**src/rtl/exc_commit.sv**
```systemverilog
module exc_commit #(
  parameter int XLEN = 32,
  parameter logic [XLEN-1:0] HANDLER_PC = 'h100
) (
  input  logic            clk,
  input  logic            rst_n,
  input  logic            if_valid,
  input  logic [XLEN-1:0] if_pc,
  input  logic            if_fault,
  input  logic            id_illegal,
  input  logic            ex_overflow,
  input  logic            mem_fault,
  input  logic            irq,
  input  logic            sret,
  output logic            wb_en,
  output logic [XLEN-1:0] wb_pc,
  output logic            trap,
  output logic [XLEN-1:0] redirect_pc,
  output logic [2:0]      cause,
  output logic [XLEN-1:0] epc,
  output logic            irq_en,
  output logic            supervisor
);
  localparam logic [2:0] C_NONE  = 3'd0;
  localparam logic [2:0] C_FETCH = 3'd1;
  localparam logic [2:0] C_ILL   = 3'd2;
  localparam logic [2:0] C_OVF   = 3'd3;
  localparam logic [2:0] C_DATA  = 3'd4;
  localparam logic [2:0] C_IRQ   = 3'd5;

  logic            d_v, e_v, m_v;
  logic [2:0]      d_c, e_c, m_c;
  logic [XLEN-1:0] d_pc, e_pc, m_pc;
  logic [2:0]      m_eff;
  logic            irq_take;

  assign m_eff       = (m_c != C_NONE) ? m_c : (mem_fault ? C_DATA : C_NONE);
  assign irq_take    = irq & irq_en & m_v;
  assign trap        = irq_take | (m_v & (m_eff != C_NONE));
  assign wb_en       = m_v & ~trap;
  assign wb_pc       = m_pc;
  assign redirect_pc = HANDLER_PC;

  always_ff @(posedge clk) begin
    if (!rst_n) begin
      {d_v, e_v, m_v} <= '0;
      {d_c, e_c, m_c} <= '0;
      d_pc <= '0; e_pc <= '0; m_pc <= '0;
      cause <= C_NONE;
      epc <= '0;
      irq_en <= 1'b0;
      supervisor <= 1'b1;
    end else if (trap) begin
      {d_v, e_v, m_v} <= '0;
      cause <= irq_take ? C_IRQ : m_eff;
      epc <= m_pc;
      irq_en <= 1'b0;
      supervisor <= 1'b1;
    end else begin
      d_v  <= if_valid;
      d_pc <= if_pc;
      d_c  <= if_fault ? C_FETCH : C_NONE;
      e_v  <= d_v;
      e_pc <= d_pc;
      e_c  <= (d_c != C_NONE) ? d_c : (id_illegal ? C_ILL : C_NONE);
      m_v  <= e_v;
      m_pc <= e_pc;
      m_c  <= (e_c != C_NONE) ? e_c : (ex_overflow ? C_OVF : C_NONE);
      if (sret) begin
        irq_en <= 1'b1;
        supervisor <= 1'b0;
      end
    end
  end
endmodule


```
**config.mk**
```make
export PLATFORM = sky130hd
export DESIGN_NAME = exc_commit
export DESIGN_NICKNAME = d
export VERILOG_FILES = /design/src/rtl/exc_commit.sv
export SDC_FILE = /design/constraint.sdc
export NUM_CORES = 1
export LEC_CHECK = 0
export ABC_CLOCK_PERIOD_IN_PS = 1500
export CORE_ASPECT_RATIO = 1.1
export CORE_MARGIN = 2
export CORE_UTILIZATION = 43
export DETAILED_ROUTE_END_ITERATION = 10
export PLACE_DENSITY = 0.79
export SLEW_MARGIN = 40
export SYNTH_ARGS = -nofsm -noshare
export SYNTH_HDL_FRONTEND = slang
export SYNTH_SLANG_ARGS = --single-unit
```
**constraint.sdc**
```tcl
create_clock -name clk -period 1.5 [get_ports clk]
set_input_delay 0.3 -clock clk [delete_from_list [all_inputs] [get_ports clk]]
set_output_delay 0.3 -clock clk [all_outputs]
set_load 0.05 [all_outputs]
```
# ---- After elaboration in Yosys (flattened, before gate mapping)
# Index checks and enable logic that the tools add are counted.
dict set report classes {
  n_mux 8
  bitwise_logic 7
  reduce_logical 5
}
# op n
set op_table {}
lappend op_table {{$mux W3} 5}
lappend op_table {{$reduce_bool A3 Y1} 4}
lappend op_table {{$and A1 B1 Y1} 4}
lappend op_table {{$mux W2} 2}
lappend op_table {{$not A1 Y1} 2}
lappend op_table {{$reduce_or A2 Y1} 1}
lappend op_table {{$mux W1} 1}
lappend op_table {{$or A1 B1 Y1} 1}
dict set report word_totals {
  reg_bits 145
  input_bits 41
  word_cells 33
}

# ---- Logic depth before layout (Yosys ltp)
dict set report depth {
  depth_word 7
  mapped_depth 7
  mapped_depth_nobuf 4
}

# ---- Worst setup path before layout
# No wires, ideal clock.
dict set report synth_timing {
  path_type {register to output}
  startpoint {reg m_v}
  endpoint {out wb_en}
  arrival_ps 2438
  required_ps 1200
  slack_ps -1238
  stages_incl_launch_ff 5
  cell_sequence {dfxtp_1 -> clkbuf_1 -> clkbuf_1 -> nand2_1 -> nor4_1}
}
dict set report synth_via {
  elab_chain_cells 4
  word_cells_on_any_way 5
}
# element line_no
set synth_lines {}
lappend synth_lines {{from (decl)} 31} ;# logic d_v, e_v, m_v;
lappend synth_lines {{from (signal assigned)} 66} ;# m_v <= e_v;
lappend synth_lines {{$and A1 B1 Y1 (on tied branches)} {38, 39}}
lappend synth_lines {{$or A1 B1 Y1} 39} ;# assign trap = irq_take | (m_v & (m_eff != C_NONE));
lappend synth_lines {{$not A1 Y1} 40} ;# assign wb_en = m_v & ~trap;
lappend synth_lines {{$and A1 B1 Y1 (*)} 40}
lappend synth_lines {{to (decl)} 15} ;# output logic wb_en,
# Every way passes the cells marked *; elsewhere a longest branch is shown, timed or not.

# ---- Final worst setup path
dict set report layout_timing {
  startpoint {reg irq_en}
  endpoint {out trap}
}
dict set report layout_via {
  elab_chain_cells 3
}
# element line_no
set layout_lines {}
lappend layout_lines {{from (decl)} 21} ;# output logic irq_en,
lappend layout_lines {{from (signal assigned)} 51} ;# irq_en <= 1'b0;
lappend layout_lines {{from (signal assigned)} 57} ;# irq_en <= 1'b0;
lappend layout_lines {{from (signal assigned)} 70} ;# irq_en <= 1'b1;
lappend layout_lines {{$and A1 B1 Y1 (2 in series)} 38} ;# assign irq_take = irq & irq_en & m_v;
lappend layout_lines {{$or A1 B1 Y1} 39}
lappend layout_lines {{to (decl)} 17} ;# output logic trap,
# Every way passes these cells.

==> summary.md <==
| Metric | Value |
|---|---|
| Status | `complete, but fails checks` |
| Failing checks | `setup timing` |
| Leak Pwr | `between 3 and 4 nW` |
| Maximum clock rate | `around 540 MHz` |
| RSZ-0062 raised after global routing | `yes` |
| Yosys top cell area share | `around 54%` |
| Main synth FF type | `dfxtp_1` |
| CTS Sinks | `141` |
| Die width | `about 110 um` |
| CTS Buf Count | `17` |
| DIE AREA | `approximately 13000 um^2` |
| Tot GR Track Use | `between 10% and 20%` |
| Met3 usage | `under 10%` |
| Hold WC Path Type | `primary input to flop` |
| Average wire per standard cell | `between 15 and 20 um` |
| Max clock buf depth | `2` |
| Final GP Congestion | `around 0.75` |
| First-pass GRT wire length | `a little under 20000 um` |
| CP startpoint kind | `flop` |
| Grt peak-use layer | `met2` |
| FILL cells | `around 780` |
| Sequential share of the synthesized area | `a little over half` |
| Number of global-route vias before repair | `about 4200` |
| DIE HEIGHT | `119 um` |
| Skew-Pair Late Insertion Delay | `a little over 400 ps` |
| Worst Clk Skew | `8.93 ps` |
| Gr ovfl total | `0` |
| Synth Area per Inst | `9.54 um^2` |
| Grt met2 use | `between 30% and 40%` |
| Layout cells sized above 1 | `between 30% and 40%` |
| DRC violations left | `0` |
| PortBufs | `111` |
| Placed cells | `approximately 790` |
| Peak VDD IR | `between 500 and 600 uV` |
| Setup violators final | `135` |
| Clock-pin slew on the worst setup and hold paths | `approximately 60 ps` |
| Synth cell types | `29` |
| Largest cells by area after synthesis | `dfxtp_1 (54%), mux2i_1 (13%), nand2_1 (9.6%)` |
| HPWL Detailed | `slightly below 8000 um` |
| Largest net degree at the start of global routing | `just under 70` |
| Final hold vios | `0` |
| Ys Warns | `0` |
| Total wire length | `approximately 14000 um` |
| Setup TNS | `-29080 ps` |
| Met1 Usage GRT | `21.8%` |
| Initial core utilization | `between 40% and 50%` |
| Max Cap Viol | `0` |
| FFs w/ async S/R, synth | `0%` |
| Final Max Slew Viols | `0` |
| # rows | `42` |
| Critical path type | `flop to output pin` |
| EDFF count, synth | `0` |
| Post-layout net count | `between 700 and 800` |
| Register bit total from synthesis | `141` |
| Hold Worst Slack | `368 ps` |
| CP Capture Type | `output pin` |
| WP data required | `between 1000 and 1500 ps` |
| Crit Path Max Fanout | `3` |
| Core area | `between 10000 and 15000 um^2` |
| Syn Inst Count | `545` |
| DRT iter0 DRCs | `between 100 and 150` |
| Post-route design area | `between 8000 and 9000 um^2` |
| # IOs | `144` |
| Ant. Diodes | `0` |
| Worst r2r src | `irq_en` |
| H-tree depth | `4` |
| Antenna Violating Nets Remaining | `0` |
| PwrDens | `around 1200 nW/um^2` |
| DR vias | `about 4300` |
| CTS root buffer | `clkbuf_16` |
| CTS tree | `done` |
| Initial antenna violation count | `0` |
| DR pass1 iterations | `6` |
| Area Growth Syn to Fin | `65.6%` |
| Final non-filler cell total | `roughly 840` |
| Netlist Area Pre-Place | `5200 um^2` |
| Post-layout min period | `1850 ps` |
| Final worst setup slack | `-348 ps` |
| Min-delay src | `mem_fault` |
| Placed cell area | `roughly 7000 um^2` |
| Via density | `approximately 5` |
| Worst Setup SP | `irq_en` |
| Post-synth top area cell | `dfxtp_1` |
| Post-route clock period utilization | `123%` |
| Critical path arrival | `around 1600 ps` |
## where the power goes
group / internal [W] / switching [W] / total, W
clock: 0.00335 / 0.00155 / 0.00490
combinational: 0.000441 / 0.000631 / 0.00107
sequential: 0.00389 / 0.0000733 / 0.00396
## worst max-delay path: stages, from the launching register on
cell and delay (ps):
dfxtp_4 340, a2111o_1 470, nand2_8 150, inv_16 40, buf_12 140
## registers in the layout, summed over array words and instances (netlist names), 2 cells and up
register  count
d_pc         32
e_pc         32
epc          32
wb_pc        32
cause         3
e_c           2
m_c           2
## through the flow
stage	utilization, %	worst slack [ps]	total power (W)
final	72.2	-348	0.00993
after global routing	72.2	-383	0.0102
after CTS	65.8	-376	0.00984
after detailed placement	59.7	-468	0.00497
after global placement	59.7	-452	0.00494
after floorplan	-	-128	0.00466
## final timing paths
kind / to / slack [ps] / cells past startpoint
worst max register to register: d_pc[20] / -340 / 8
worst min-delay path: cause[0] / 370 / 5
worst max-delay path: trap / -350 / 4
worst min register to register: e_pc[29] / 460 / 2
## cells in the mapped netlist (2+ instances only)
library cell	instances
clkbuf_1	25
nand4_1	34
o21a_1	2
o21ai_1	9
buf_6	7
conb_1	2
mux2i_1	65
buf_1	9
o21ai_0	62
and3_1	4
nand3_1	3
nor2b_1	2
dfxtp_1	141
a21boi_0	2
nand2_1	133
buf_4	32
## layer usage
layer  wire (um)  vias to the layer above
met4         213                        0
met5           0                        -
met1        5250                     2077
met2        7590                      126
met3         478                       21
li1            -                     2074
## area by class of cell
type	count	area [um^2]	share of cell area, %
Multi-Input combinational cell	358	2280	26.5
Clock buffer	23	498	5.78
Sequential cell	141	2830	32.8
Timing Repair Buffer	157	2590	30.1
Tap cell	154	193	2.24
Inverter	1	20.0	0.233
Clock inverter	9	203	2.35
## timing repair
| item | in CTS | in global routing |
|---|---|---|
| resized for setup | 9 | 160 |
| endpoints found under the setup margin | 51 | 135 |
| setup buffers | 1 | 7 |
| pin swaps | 3 | 40 |
| hold buffers | 0 | 0 |
| hold endpoints to repair | 0 | 0 |
| gates cloned | 0 | 14 |
## kinds of logic after synthesis
group	Yosys count	share of synthesized area, %
simple gates	182	15.7
flops	141	54.3
compound gates	79	8.18
buf+inv	76	9.19
mux	65	12.5
other cells	2	0.144
## layout by cell type (no fill, tap or decap), types with 5 or more instances in the layout
cell type / n
nand2_1: 131
buf_8: 6
conb_1: 32
buf_4: 14
bufinv_16: 6
nand4_1: 34
buf_12: 81
o21ai_2: 64
clkbuf_16: 28
dfxtp_1: 139
clkbuf_8: 5
clkdlybuf4s50_1: 37
mux2i_1: 65
No activity file was read; power rests on OpenSTA's default activity.
